### src/rtl/stall_timeout_pkg.sv
package stall_timeout_pkg;

    typedef enum logic [1:0] {
        ST_IDLE  = 2'd0,
        ST_RUN   = 2'd1,
        ST_SPENT = 2'd2
    } arm_state_e;

    function automatic logic stall_now(input logic en, input logic pend, input logic rdy);
        return en & pend & ~rdy;
    endfunction

endpackage

### src/rtl/sto_arm_ctrl.sv
module sto_arm_ctrl
    import stall_timeout_pkg::*;
(
    input  logic clk_i,
    input  logic rst_i,
    input  logic stall_i,
    input  logic expire_i,
    output logic load_o,
    output logic run_o
);

    arm_state_e state_q, state_d;

    always_comb begin
        state_d = state_q;
        if (!stall_i) begin
            state_d = ST_IDLE;
        end else begin
            unique case (state_q)
                ST_IDLE:  state_d = ST_RUN;
                ST_RUN:   state_d = expire_i ? ST_SPENT : ST_RUN;
                ST_SPENT: state_d = ST_SPENT;
                default:  state_d = ST_IDLE;
            endcase
        end
    end

    always_ff @(posedge clk_i) begin
        if (rst_i) state_q <= ST_IDLE;
        else       state_q <= state_d;
    end

    assign load_o = (state_q == ST_IDLE) && stall_i;
    assign run_o  = (state_q == ST_RUN) && stall_i;

    // once the limit is reached, the same stall is spent
    a_r6_spent_after_expire: assert property (@(posedge clk_i) disable iff (rst_i)
        expire_i |=> state_q == ST_SPENT);

    // a stall that ends leaves the timer idle
    a_r4_idle_after_release: assert property (@(posedge clk_i) disable iff (rst_i)
        !stall_i |=> state_q == ST_IDLE);

endmodule

### src/rtl/sto_prescaler.sv
module sto_prescaler #(
    parameter int PRE_W = 12
) (
    input  logic             clk_i,
    input  logic             rst_i,
    input  logic             load_i,
    input  logic             run_i,
    input  logic [PRE_W-1:0] pre_i,
    output logic             tick_o
);

    localparam logic [PRE_W-1:0] PRE_INIT = '1;

    logic [PRE_W-1:0] cnt_q;
    logic [PRE_W-1:0] hold_q;

    always_ff @(posedge clk_i) begin
        if (rst_i) begin
            cnt_q  <= PRE_INIT;
            hold_q <= PRE_INIT;
        end else if (load_i) begin
            cnt_q  <= pre_i;
            hold_q <= pre_i;
        end else if (run_i) begin
            if (cnt_q == '0) cnt_q <= hold_q;
            else             cnt_q <= cnt_q - 1'b1;
        end
    end

    assign tick_o = run_i && (cnt_q == '0);

    // a tick only comes while the count is armed
    a_r2_tick_needs_run: assert property (@(posedge clk_i) disable iff (rst_i)
        tick_o |-> !load_i);

endmodule

### src/rtl/sto_limit_counter.sv
module sto_limit_counter #(
    parameter int LIM_W = 12
) (
    input  logic             clk_i,
    input  logic             rst_i,
    input  logic             load_i,
    input  logic             tick_i,
    input  logic [LIM_W-1:0] lim_i,
    output logic             expire_o
);

    localparam logic [LIM_W-1:0] LIM_INIT = ~LIM_W'(1);

    logic [LIM_W-1:0] cnt_q;

    always_ff @(posedge clk_i) begin
        if (rst_i) begin
            cnt_q <= LIM_INIT;
        end else if (load_i) begin
            cnt_q <= lim_i;
        end else if (tick_i && cnt_q != '0) begin
            cnt_q <= cnt_q - 1'b1;
        end
    end

    assign expire_o = tick_i && (cnt_q == '0);

    // the count in progress moves only on ticks or a fresh arm
    a_r7_count_frozen: assert property (@(posedge clk_i) disable iff (rst_i)
        (!load_i && !tick_i) |=> $stable(cnt_q));

endmodule

### src/rtl/stall_timeout_timer.sv
module stall_timeout_timer
    import stall_timeout_pkg::*;
#(
    parameter int PRE_W = 12,
    parameter int LIM_W = 12
) (
    input  logic             clk_i,
    input  logic             rst_i,
    input  logic             enable_i,
    input  logic             pending_i,
    input  logic             sink_ready_i,
    input  logic [PRE_W-1:0] prescale_i,
    input  logic [LIM_W-1:0] limit_i,
    output logic             timeout_o
);

    logic stall, load, run, tick, expire;

    assign stall = stall_now(enable_i, pending_i, sink_ready_i);

    sto_arm_ctrl u_arm (
        .clk_i    (clk_i),
        .rst_i    (rst_i),
        .stall_i  (stall),
        .expire_i (expire),
        .load_o   (load),
        .run_o    (run)
    );

    sto_prescaler #(.PRE_W(PRE_W)) u_pre (
        .clk_i  (clk_i),
        .rst_i  (rst_i),
        .load_i (load),
        .run_i  (run),
        .pre_i  (prescale_i),
        .tick_o (tick)
    );

    sto_limit_counter #(.LIM_W(LIM_W)) u_lim (
        .clk_i    (clk_i),
        .rst_i    (rst_i),
        .load_i   (load),
        .tick_i   (tick),
        .lim_i    (limit_i),
        .expire_o (expire)
    );

    always_ff @(posedge clk_i) begin
        if (rst_i) timeout_o <= 1'b0;
        else       timeout_o <= expire;
    end

    // no pulse follows a cycle with the enable clear
    a_r3_quiet_disabled: assert property (@(posedge clk_i) disable iff (rst_i)
        !enable_i |=> !timeout_o);

    // sink readiness or no pending data suppresses the pulse
    a_r4_ready_quiet: assert property (@(posedge clk_i) disable iff (rst_i)
        (sink_ready_i || !pending_i) |=> !timeout_o);

    // the pulse lasts a single cycle
    a_r6_single_cycle: assert property (@(posedge clk_i) disable iff (rst_i)
        timeout_o |=> !timeout_o);

    // a pulse is always preceded by a stall
    a_r1_pulse_from_stall: assert property (@(posedge clk_i) disable iff (rst_i)
        $rose(timeout_o) |-> $past(stall));

endmodule

### config.mk
export PLATFORM = sky130hd
export DESIGN_NAME = stall_timeout_timer
export DESIGN_NICKNAME = d
export VERILOG_FILES = /design/src/rtl/stall_timeout_pkg.sv /design/src/rtl/sto_arm_ctrl.sv /design/src/rtl/sto_prescaler.sv /design/src/rtl/sto_limit_counter.sv /design/src/rtl/stall_timeout_timer.sv
export SDC_FILE = /design/constraint.sdc
export NUM_CORES = 1
export LEC_CHECK = 0
export BUFFER_PORTS_ARGS = -buffer_cell sky130_fd_sc_hd__buf_2
export CORE_MARGIN = 10
export CORE_UTILIZATION = 29
export CTS_CLUSTER_SIZE = 12
export DETAILED_ROUTE_END_ITERATION = 8
export HOLD_SLACK_MARGIN = 0.06
export MAX_ROUTING_LAYER = met4
export PLACE_DENSITY_LB_ADDON = 0.2
export SLEW_MARGIN = 20
export SYNTH_ARGS = -nofsm -noshare
export SYNTH_HDL_FRONTEND = slang
export SYNTH_SLANG_ARGS = --single-unit
### constraint.sdc
create_clock -name clk_i -period 3.3 [get_ports clk_i]
set_clock_uncertainty 0.15 [all_clocks]
set_input_delay 0.165 -clock clk_i [delete_from_list [all_inputs] [get_ports clk_i]]
set_output_delay 0.165 -clock clk_i [all_outputs]
set_load 0.1 [all_outputs]
# == Word level (Yosys, flattened, before mapping) ==
# Index checks and enable logic that the tools add are counted.
# W data, S select, Z words.
# totals
ramBits,0
inputBits,29
wordCells,32
n_memories,0
latchBits,0
reg_bits,39
out_inout_bits,1
romBits,0
# op_classes
bitwise_logic,4
n_addsub,2
multipliers,0
n_reduce_logical,12
div,0
eq_ne,2
mux,7
n_lt_le_gt_ge,0
shift,0
# op_table
operator,count
$mux W12,5
$logic_not A12 Y1,2
$sub A12 B1 Y12 const B,2
$reduce_bool A12 Y1,1
$pmux W2 S3,1
$logic_and A1 B1 Y1,5
$reduce_bool A2 Y1,2
$and A1 B1 Y1,2
$eq A2 B1 Y1 const B,1
$eq A2 B2 Y1 const B,1
$logic_not A2 Y1,1
$mux W2,1
$not A1 Y1,2
$reduce_or A2 Y1,1

# == Depth between registers and ports, before layout ==
# Gate-level depths: netlist of the first run.
# depth
ltp_word,7
depth_mapped,9
mapped_depth_nobuf,7

# == By module ==
# A second synthesis of the first run with hierarchy kept.
# hier_totals
hier_cells,271
hier_area_um2,2292.2
# by_module_without_submodules
module,seq_area_each_um2,cells_each,instances,area_per_inst_um2
sto_prescaler,480.5,164,1,1345.0
sto_limit_counter,240.2,93,1,822.0
sto_arm_ctrl,40.0,11,1,90.1
stall_timeout_timer,20.0,3,1,35.0

# == Worst setup path after synthesis of the first run ==
# OpenSTA, ideal clock, no wires.
# synth_path
path_kind,reg2reg
startpoint,register u_pre.cnt_q[0]
endpoint,register u_pre.cnt_q[5]
path_slack_ns,0.770
t_arrival_ns,2.258
synth_period_minus_slack_ns,2.530
setup_ns,0.122
t_required_ns,3.028
stages_incl_launch_ff,10
n_path_buf,2
path_cell_list,dfxtp_1 > inv_1 > ha_1 > or4b_1 > buf_2 > or4_1 > clkbuf_1 > nand2_1 > o21ai_0 > a221o_1
# synth_via
elab_chain_cells,4
word_cells_on_any_way,5
cone_classes,1 x add/sub; 3 x mux; 1 x reduce/logical
# synth_lines
element,line_no,text
start: declaration,sto_prescaler.sv:14,logic [PRE_W-1:0] cnt_q;
start signal: assignment,sto_prescaler.sv:22,cnt_q <= pre_i;
start signal: assignment,sto_prescaler.sv:25,if (cnt_q == '0) cnt_q <= hold_q;
start signal: assignment,sto_prescaler.sv:26,else cnt_q <= cnt_q - 1'b1;
$sub A12 B1 Y12 or $logic_not A12 Y1 (tied branches),"sto_prescaler.sv:26, sto_prescaler.sv:25",
$mux W12 *,sto_prescaler.sv:25,
$mux W12 *,sto_prescaler.sv:24,end else if (run_i) begin
$mux W12 *,sto_prescaler.sv:21,end else if (load_i) begin
# Mark *: on every way between the ends. The rest lies on a longest branch, timed or not. The select of a mux whose other input is x is not followed.
# A chain may end at the register's enable or synchronous reset.

# == Worst setup path after layout of the first run ==
# layout_path
startpoint,register u_pre.cnt_q[0]
endpoint,register u_arm.state_q[1]
# layout_via
elab_chain_cells,5
# layout_lines
element,line_no,text
$logic_not A12 Y1,sto_prescaler.sv:30,assign tick_o = run_i && (cnt_q == '0);
$logic_and A1 B1 Y1,sto_prescaler.sv:30,
$logic_and A1 B1 Y1,sto_limit_counter.sv:26,assign expire_o = tick_i && (cnt_q == '0);
$mux W2,sto_arm_ctrl.sv:21,ST_RUN: state_d = expire_i ? ST_SPENT : ST_RUN;
$pmux W2 S3,sto_arm_ctrl.sv:19,unique case (state_q)
end signal: assignment,sto_arm_ctrl.sv:30,else state_q <= state_d;
end: declaration,sto_arm_ctrl.sv:12,"arm_state_e state_q, state_d;"
# Every way passes these cells.

==> results.sh, run 1 <==
export IMPL_detail_route_first_pass_iterations=4
export IMPL_slew_headroom=0.588
export IMPL_status="completed"
export IMPL_synth_warning_count=0
export IMPL_placed_area_um2=2440
export IMPL_pre_cts_ws_ns=0.502
export IMPL_core_area_um2=7290
export IMPL_synthCells=277
export IMPL_ant_nets=0
export IMPL_viasPerCell=5.20
export IMPL_cts_sinks=39
export IMPL_wl_um=6340
export IMPL_timing_hold_violations_final=0
export IMPL_grtUsageTotal=0.118
export IMPL_cp_end_kind="flip-flop"
export IMPL_cts_root_buf="clkbuf_8"
export IMPL_vias=2215
export IMPL_crit_required_ns=3.40
export IMPL_max_cap_violations=0
export IMPL_crit_arrival_ns=3.13
export IMPL_clk_latency_ns=0.30
export IMPL_grt_start_max_net_pins=26
export IMPL_period_needed_ns=3.04
export IMPL_die_x_um=107
export IMPL_cts_tree="done"
export IMPL_grt_pass1_wl_um=10800
export IMPL_fmax_ghz=0.329
export IMPL_ys_seq_area_frac=0.358
export IMPL_grt_overflow=0
export IMPL_clk_path_buf_depth=2
export IMPL_fin_nets=360
export IMPL_final_setup_viol_count=0
export IMPL_layout_drive_gt1_share=0.196
export IMPL_antenna_found_initial=0
export IMPL_hpwl_um=4400
export IMPL_setup_slack_ns=0.262
export IMPL_tns_ns=0
export IMPL_htreeDepth=2
export IMPL_rsz0062_at_grt="no"
export IMPL_die_area_um2=11400
export IMPL_p_leak_nw=1.03
export IMPL_final_cell_mix="39 x dfxtp_1, 37 x nand2_1, 29 x buf_2, 25 x dlygate4sd3_1, 23 x nor2_1"
export IMPL_vdd_ir_drop_max_v=0.000180
export IMPL_io_buffers=29
export IMPL_ys_seq_elements=39
export IMPL_first_iter_violations=137
export IMPL_power_density_nw_per_um2=346
export IMPL_critical_path_class="flip-flop to flip-flop"
export IMPL_hp_class="input pin to flip-flop"
export IMPL_yosys_mux_area_fraction=0
export IMPL_clkTransAtPathRegs_ns=0.08
export IMPL_drc=0
export IMPL_n_antenna_cell=0
export IMPL_ys_async_sr_fraction=0
export IMPL_synth_top_family_by_area="simple AND/OR/NAND/NOR gates"
export IMPL_synth_fa_ha_area_frac=0.0230
export IMPL_drt_wirelength_per_cell_um=14.9
export IMPL_hold_slack_ns=0.104
export IMPL_cp_max_fo=12
export IMPL_timing_rr_start="u_pre.cnt_q[0]"
export IMPL_cp_startpoint="u_pre.cnt_q[0]"
export IMPL_grt_pass1_vias=2276
export IMPL_gp_congestion=0.855
export IMPL_synth_xor_xnor_area_share=0.0322
export IMPL_io_pins=30
export IMPL_synthSimpleGateAreaFrac=0.334
export IMPL_tightest_slew_ns=0.612
export IMPL_critPathLaunchType="flip-flop"
export IMPL_min_period_over_period=0.921
export IMPL_avgSynthCellArea_um2=7.86
export IMPL_hp_start="prescale_i[11]"
export IMPL_synth_compound_area_frac=0.197
export IMPL_syn_nets=310
export IMPL_cts_setup_buffers=0
export IMPL_rows=31
export IMPL_power_mw=0.964
export IMPL_final_area_um2=2780
export IMPL_layout_commonest_cell="dfxtp_1"
export IMPL_cts_buffers=5
export IMPL_dieHeight_um=107
export IMPL_ys_flop_type="dfxtp_1"
export IMPL_synth_area_um2=2180
export IMPL_syn2layout_area_growth_pct=27.7
export IMPL_report_final_slew_viol_count=0
export IMPL_synth_cell_types=48
export IMPL_initial_core_util=0.299
export IMPL_synth_enable_flop_cells=0
layout make-up:
cell class | count | area, µm²
fillers | 806 | 4510
well taps | 99 | 124
multi-input cells | 209 | 1290
clock inverters | 1 | 5.00
inverters | 8 | 30.0
clock buffers | 6 | 82.6
repair buffers | 64 | 470
flip-flops and latches | 39 | 781
power by group:
| part | switching, mW | internal (mW) |
|---|---|---|
| Sequential | 0.0181 | 0.490 |
| Clock | 0.177 | 0.164 |
| Combinational | 0.0557 | 0.0598 |
path summary, 6_finish.rpt:
kind         slack, ns               end  depth (start not counted)
max               0.26  u_arm.state_q[1]                          8
min               0.10   u_pre.cnt_q[11]                          4
max reg2reg       0.26  u_arm.state_q[1]                          8
min reg2reg       0.30   u_pre.hold_q[2]                          2
state kept, by name, indices dropped and copies added (netlist names):
register and flops:
timeout_o 1, u_pre.hold_q 12, u_arm.state_q 2, u_pre.cnt_q 12
u_lim.cnt_q 12
cells in the mapped netlist, types with 5 or more instances:
library cell	instances	area share
a21oi_1	18	0.041
a31o_2	5	0.020
a31oi_1	5	0.014
clkbuf_1	17	0.029
dfxtp_1	39	0.36
inv_1	7	0.012
nand2_1	37	0.064
nand3_1	17	0.039
nand4_1	6	0.017
nor2_1	23	0.040
nor3_1	10	0.023
nor4_2	5	0.029
o21ai_0	16	0.037
or3_1	5	0.014
or4_1	6	0.021
xnor2_1	7	0.028
worst max-delay path, stage by stage, from the launching register on:
cell,delay (ns)
dfxtp_1,0.35
inv_1,0.11
ha_1,0.15
or4b_1,0.63
nor4_2,0.27
buf_4,0.22
nand2_1,0.12
a2111oi_1,0.38
dlygate4sd3_1,0.61
per-layer routing:
layer,share of wire,up-vias,GRT usage
met5,0,-,-
met3,0.041,7,0.0287
li1,-,1122,-
met1,0.47,1047,0.135
met4,0.0087,0,0.0358
met2,0.48,39,0.199
cells by family after synthesis:
kind of cell,count (synthesis)
adder cells (fa/ha/maj),4
AO/OA/AOI/OAI,66
XOR/XNOR,8
flip-flops,39
AND/OR/NAND/NOR,131
buffers and inverters,29
through the flow:
step / cells / util
3_3_place_gp: 394 / 0.335
4_1_cts: 426 / 0.382
5_1_grt: 426 / 0.382
2_1_floorplan: 277 / -
6_report: 426 / 0.382
3_5_place_dp: 394 / 0.335
timing repair:
item                       CTS  global route
hold endpoints to repair    32             0
setup endpoints to repair    0             0
hold buffers                25             0
resized for setup            0             0
Power figures use the tool's default switching activity.
==> inputs of run 2 (changes only) <==
CORE_MARGIN = unset   (was 10)
SYNTH_HIERARCHICAL = 1   (was unset)
==> run 2 against run 1 <==
  * Hold slack got worse by 0.019 ns
  * Die area decreased by 27%
  * Critical path depth increased by 1
  * Area after synthesis increased by 5.2%
  * Non-clock buffer count decreased by 12
  * Combinational power about the same
  * Via count decreased by 4.2%
  * First-iteration DRC count decreased by 59%
  * Power increased by 16%
  * Synthesized cell count decreased by 2.2%
  * Sequential power increased by 3%
  * Highest routed layer unchanged
==> results.sh, run 2 <==
export IMPL_synth_common_cells="39 x dfxtp_1, 24 x nor2_1, 20 x o21ai_0, 19 x a21oi_1, 19 x inv_1"
export IMPL_wl_um=5460
export IMPL_synth_enable_flop_cells=0
export IMPL_yosysTopAreaCellShare=0.341
export IMPL_timing_hold_violations_final=0
export IMPL_core_area_um2=7690
export IMPL_hp_start="limit_i[11]"
export IMPL_slew_headroom=0.524
export IMPL_rr_worst_depth=9
export IMPL_crit_required_ns=3.38
export IMPL_initial_core_util=0.298
export IMPL_cts_sinks=39
export IMPL_seqPwrFrac=0.468
export IMPL_tns_ns=0
export IMPL_fmax_ghz=0.332
export IMPL_crit_arrival_ns=3.09
export IMPL_clk_path_buf_depth=2
export IMPL_vias=2122
export IMPL_hold_slack_ns=0.0851
export IMPL_cp_max_fo=6
export IMPL_p_leak_nw=1.13
export IMPL_syn_nets=304
export IMPL_route_met2_wl_um=2590
export IMPL_yosys_area_top_type="dfxtp_1"
export IMPL_ys_seq_area_frac=0.341
export IMPL_tightest_slew_ns=0.715
export IMPL_final_setup_viol_count=0
export IMPL_io_buffers=29
export IMPL_p_sw_frac=0.232
export IMPL_clockPowerShare=0.427
export IMPL_whs_path_depth=3
export IMPL_grt_overflow=0
export IMPL_grt_pass1_wl_um=9550
export IMPL_grt_pass1_vias=2038
export IMPL_dieHeight_um=90.9
export IMPL_reg_top3="u_lim/cnt_q (12), u_pre/cnt_q (12), u_pre/hold_q (12)"
export IMPL_gp_congestion=0.823
export IMPL_power_density_nw_per_um2=391
export IMPL_cts_setup_buffers=0
export IMPL_ant_nets=0
export IMPL_clk_latency_ns=0.30
export IMPL_post_cts_resize_count=0
export IMPL_detail_route_first_pass_iterations=4
export IMPL_cts_tree="done"
export IMPL_viasPerCell=5.05
export IMPL_synth_area_leaders="dfxtp_1 34%, o21ai_0 4.4%, a21oi_1 4.1%, nor2_1 3.9%, inv_1 3.1%"
export IMPL_min_period_over_period=0.913
export IMPL_wl_met1_um=2700
export IMPL_drt_wirelength_per_cell_um=13.0
export IMPL_period_needed_ns=3.01
export IMPL_fillers=822
export IMPL_cts_buffers=5
export IMPL_rows=32
export IMPL_cp_cell_sequence="inv_1, ha_1, or3b_2, nor3_4, and2_2, nor3b_2, nand4_1, or4_1, a31oi_1"
export IMPL_avgSynthCellArea_um2=8.46
export IMPL_wl_met3_um=125
export IMPL_vdd_ir_drop_max_v=0.000231
export IMPL_n_antenna_cell=0
export IMPL_die_x_um=90.9
export IMPL_p_switching_mw=0.259
export IMPL_ys_flop_type="dfxtp_1"
export IMPL_multi_input_area_um2=1380
export IMPL_hp_class="input pin to flip-flop"
export IMPL_cp_startpoint="u_pre/cnt_q[0]"
export IMPL_antenna_found_initial=0
export IMPL_layout_drive_gt1_share=0.201
export IMPL_ff_latch_area_um2=781
export IMPL_first_iter_violations=56
export IMPL_synthCells=271
export IMPL_power_mw=1.12
export IMPL_io_pins=30
export IMPL_grtUsageTotal=0.146
export IMPL_critical_path_class="flip-flop to flip-flop"
export IMPL_status="completed"
export IMPL_syn2layout_area_growth_pct=24.8
export IMPL_rsz0062_at_grt="no"
export IMPL_comb_power_share=0.105
export IMPL_ys_seq_elements=39
export IMPL_timing_rr_start="u_pre/cnt_q[0]"
export IMPL_internal_power_mw=0.859
export IMPL_top_layer="met4"
export IMPL_die_area_um2=8260
export IMPL_fin_nets=350
export IMPL_report_final_slew_viol_count=0
export IMPL_critical_path_max_stage_delay_ns=0.51
export IMPL_synth_warning_count=6
export IMPL_hpwl_um=3740
export IMPL_synth_cell_types=68
export IMPL_ys_async_sr_fraction=0
export IMPL_grt_start_max_net_pins=40
export IMPL_max_cap_violations=0
export IMPL_slowest_stage="or3b_2"
export IMPL_final_cell_mix="39 x dfxtp_1, 29 x buf_2, 23 x nor2_1, 20 x o21ai_0"
export IMPL_layout_commonest_cell="dfxtp_1"
export IMPL_drc=0
export IMPL_critPathLaunchType="flip-flop"
export IMPL_clkTransAtPathRegs_ns=0.08
export IMPL_cp_end_kind="flip-flop"
export IMPL_synth_area_um2=2290
export IMPL_yosysMostFrequentCell="dfxtp_1"
export IMPL_cts_root_buf="clkbuf_8"
export IMPL_htreeDepth=2
run 2: kinds of logic after synthesis:
group | Yosys count | share of synthesized area
flops | 39 | 0.341
compound gates | 80 | 0.238
xor+xnor | 5 | 0.0191
simple gates | 108 | 0.307
fa+ha+maj | 4 | 0.0218
mux | 3 | 0.0136
buf+inv | 32 | 0.0595
run 2: cell type report:
class | count | area share
Clock inverter | 2 | 0.0210
Timing Repair Buffer | 52 | 0.128
Inverter | 19 | 0.0249
Sequential cell | 39 | 0.273
Clock buffer | 6 | 0.0254
Tap cell | 102 | 0.0446
Multi-Input combinational cell | 200 | 0.483
run 2: through the flow:
step | util | area [µm²] | setup WS (ns) | std cells
2_1_floorplan | - | 2290 | 0.574 | 271
3_3_place_gp | 0.330 | 2540 | 0.403 | 393
3_5_place_dp | 0.330 | 2540 | 0.310 | 393
4_1_cts | 0.372 | 2860 | 0.289 | 420
5_1_grt | 0.372 | 2860 | 0.0841 | 420
6_report | 0.372 | 2860 | 0.288 | 420
run 2: what timing repair did:
| action | in CTS | in global routing |
|---|---|---|
| hold buffers | 19 | 0 |
| setup endpoints to repair | 0 | 0 |
| hold endpoints to repair | 27 | 0 |
run 2: path summary, 6_finish.rpt:
path,endpoint,slack [ns]
worst max-delay path,u_lim/cnt_q[9],0.29
worst min-delay path,u_lim/cnt_q[11],0.09
worst min register to register,u_pre/hold_q[2],0.31
worst max register to register,u_lim/cnt_q[9],0.29
run 2: per-layer routing:
layer | vias up | global-route usage
met5 | - | -
met4 | 0 | 0.0476
met3 | 6 | 0.0253
met2 | 28 | 0.237
met1 | 993 | 0.183
li1 | 1095 | -
run 2: power groups by stage:
stage                     registers (mW)  logic, mW  clock network (mW)
after floorplan                    0.525     0.0706                   0
after global placement             0.533      0.100                   0
after detailed placement           0.533      0.101                   0
after CTS                          0.522      0.119               0.488
after global routing               0.528      0.133               0.509
final                              0.523      0.118               0.477
run 2: worst max-delay path, delay by kind of cell, from the launching register on:
| kind | cells | cell delay (ns) |
|---|---|---|
| flip-flops | 1 | 0.34 |
| buffers and inverters | 1 | 0.13 |
| AO/OA/AOI/OAI | 1 | 0.16 |
| adder cells (fa/ha/maj) | 1 | 0.19 |
| AND/OR/NAND/NOR | 6 | 1.97 |
==> inputs of run 3 (changes only) <==
clock period = 2.46 ns   (was 3.3 ns; I/O delays follow)
==> run 3 against run 2 <==
  * The run now ends with setup timing left
  * Hold slack lost 0.018 ns
  * Largest power group unchanged
  * Cell count rose by 8.3%
  * Worst setup slack worse by 0.30 ns
  * Global-route usage is 1.7 points higher
  * Critical endpoint is now u_lim/cnt_q[4]
  * Combinational power rose by 70%
  * Register-to-register slack worse by 0.30 ns
  * Via count increased by 8.8%
  * Non-clock buffer count grew 35
==> results.sh, run 3 (same netlist as run 2, synthesis figures left out) <==
export IMPL_cts_sinks=39
export IMPL_tightest_slew_ns=0.695
export IMPL_critPathLaunchType="flip-flop"
export IMPL_die_x_um=90.9
export IMPL_n_antenna_cell=0
export IMPL_drc=0
export IMPL_cts_root_buf="clkbuf_8"
export IMPL_fillers=791
export IMPL_p_leak_nw=1.32
export IMPL_report_final_slew_viol_count=0
export IMPL_layout_drive_gt1_share=0.306
export IMPL_critPathCapture="u_lim/cnt_q[4]"
export IMPL_cp_max_fo=3
export IMPL_hpwl_um=4470
export IMPL_rsz0062_at_grt="yes"
export IMPL_top_usage_layer="met2"
export IMPL_violations="setup timing"
export IMPL_hp_class="input pin to flip-flop"
export IMPL_critical_path_class="flip-flop to flip-flop"
export IMPL_hold_slack_ns=0.0674
export IMPL_grtUsageMet2=0.266
export IMPL_period_needed_ns=2.47
export IMPL_timing_hold_violations_final=0
export IMPL_cts_buffers=5
export IMPL_viasPerCell=5.07
export IMPL_ant_nets=0
export IMPL_core_area_um2=7690
export IMPL_final_cell_mix="36 x buf_4, 36 x dfxtp_1, 29 x buf_2, 23 x nor2_1, 22 x dlygate4sd3_1"
export IMPL_max_cap_violations=0
export IMPL_detail_route_first_pass_iterations=4
export IMPL_cp_end_kind="flip-flop"
export IMPL_drt_wirelength_per_cell_um=13.7
export IMPL_grt_start_max_net_pins=40
export IMPL_rows=32
export IMPL_slew_headroom=0.537
export IMPL_syn2layout_area_growth_pct=38.2
export IMPL_grtUsageTotal=0.163
export IMPL_tns_ns=-0.0119
export IMPL_final_setup_viol_count=1
export IMPL_timing_rr_start="u_pre/cnt_q[8]"
export IMPL_crit_required_ns=2.49
export IMPL_clkTransAtPathRegs_ns=0.08
export IMPL_grt_overflow=0
export IMPL_initial_core_util=0.298
export IMPL_rr_worst_depth=8
export IMPL_vdd_ir_drop_max_v=0.000238
export IMPL_clk_latency_ns=0.29
export IMPL_min_period_over_period=1.00
export IMPL_vias=2308
export IMPL_grt_pass1_wl_um=10700
export IMPL_rrSetupSlack_ns=-0.01
export IMPL_power_density_nw_per_um2=418
export IMPL_dieHeight_um=90.9
export IMPL_clk_path_buf_depth=2
export IMPL_antenna_found_initial=0
export IMPL_setup_slack_ns=-0.0119
export IMPL_gp_congestion=0.803
export IMPL_fmax_ghz=0.405
export IMPL_status="complete, but fails checks"
export IMPL_io_pins=30
export IMPL_cts_tree="done"
export IMPL_first_iter_violations=48
export IMPL_die_area_um2=8260
export IMPL_grtUsageMet1=0.201
export IMPL_reg_top3="u_lim/cnt_q (12), u_pre/cnt_q (12), u_pre/hold_q (12)"
export IMPL_gr_usage_met3=0.0295
export IMPL_r2r_end="u_lim/cnt_q[4]"
export IMPL_io_buffers=29
export IMPL_wl_um=6220
export IMPL_htreeDepth=2
export IMPL_cp_startpoint="u_pre/cnt_q[8]"
export IMPL_grt_pass1_vias=2264
export IMPL_fin_nets=385
export IMPL_crit_arrival_ns=2.51
-- run 3: cell count changes in the layout (fill, tap and decap cells not counted), moves of 2 or more --
cell,previous run,this run
buf_4,4,36
dfxtp_1,39,36
dfxtp_2,0,3
dlygate4sd3_1,19,22
a21oi_1,19,17
a21oi_2,0,2
bufinv_16,2,0
inv_1,19,17
-- run 3: final cells by class --
class | count | area (µm²) | share of cell area
multi-input combinational | 200 | 1470 | 0.462
sequential | 39 | 785 | 0.248
timing repair buffer | 87 | 636 | 0.201
tap | 102 | 128 | 0.0403
clock buffer | 7 | 76.3 | 0.0241
inverter | 19 | 73.8 | 0.0233
clock inverter | 1 | 5.00 | 0.00158
-- run 3: worst min path at each step --
stage / from / to / slack, ns / cells past startpoint
2_1_floorplan: rst_i / timeout_o / 0.04 / 1
3_3_place_gp: limit_i[6] / u_lim/cnt_q[6] / 0.18 / 2
3_5_place_dp: limit_i[6] / u_lim/cnt_q[6] / 0.19 / 2
4_1_cts: limit_i[11] / u_lim/cnt_q[11] / 0.06 / 3
5_1_grt: limit_i[2] / u_lim/cnt_q[2] / 0.07 / 3
6_report: limit_i[2] / u_lim/cnt_q[2] / 0.07 / 3
-- run 3: routing by layer --
metal	part of all wire	wire, µm	vias to the layer above
met5	0	0	-
met4	0.015	96	0
met3	0.027	166	9
met2	0.48	3000	32
met1	0.48	2960	1098
li1	-	-	1169
-- run 3: per-stage QoR --
step / cells / utilization / area, µm² / total power [mW] / setup WS [ns]
floorplan: 271 / - / 2300 / 0.800 / -0.228
global placement: 424 / 0.362 / 2780 / 0.871 / -0.0354
detailed placement: 424 / 0.362 / 2780 / 0.873 / -0.0586
CTS: 455 / 0.407 / 3130 / 1.34 / -0.0320
global route: 455 / 0.412 / 3170 / 1.41 / -0.107
finish: 455 / 0.412 / 3170 / 1.32 / -0.0119
-- run 3: critical path, cell delays in order, from the launching register on --
cell	delay [ns]
dfxtp_1	0.32
or4_4	0.55
nor3_4	0.21
and2_4	0.17
or4bb_4	0.48
buf_4	0.15
a21o_1	0.18
a21oi_2	0.10
o21bai_1	0.06
-- run 3: timing repair --
action / 4_1_cts / 5_1_grt
setup endpoints to repair: 4 / 11
resized for setup: 8 / 8
hold buffers: 22 / 0
pin swaps: 8 / 3
setup buffers: 1 / 0
hold endpoints to repair: 33 / 0
-- run 3: power breakdown --
part,leakage [nW],internal (mW),switching (mW)
Sequential,0.318,0.663,0.0307
Clock,0.0422,0.199,0.231
Combinational,0.961,0.108,0.0929
Total,1.32,0.970,0.354
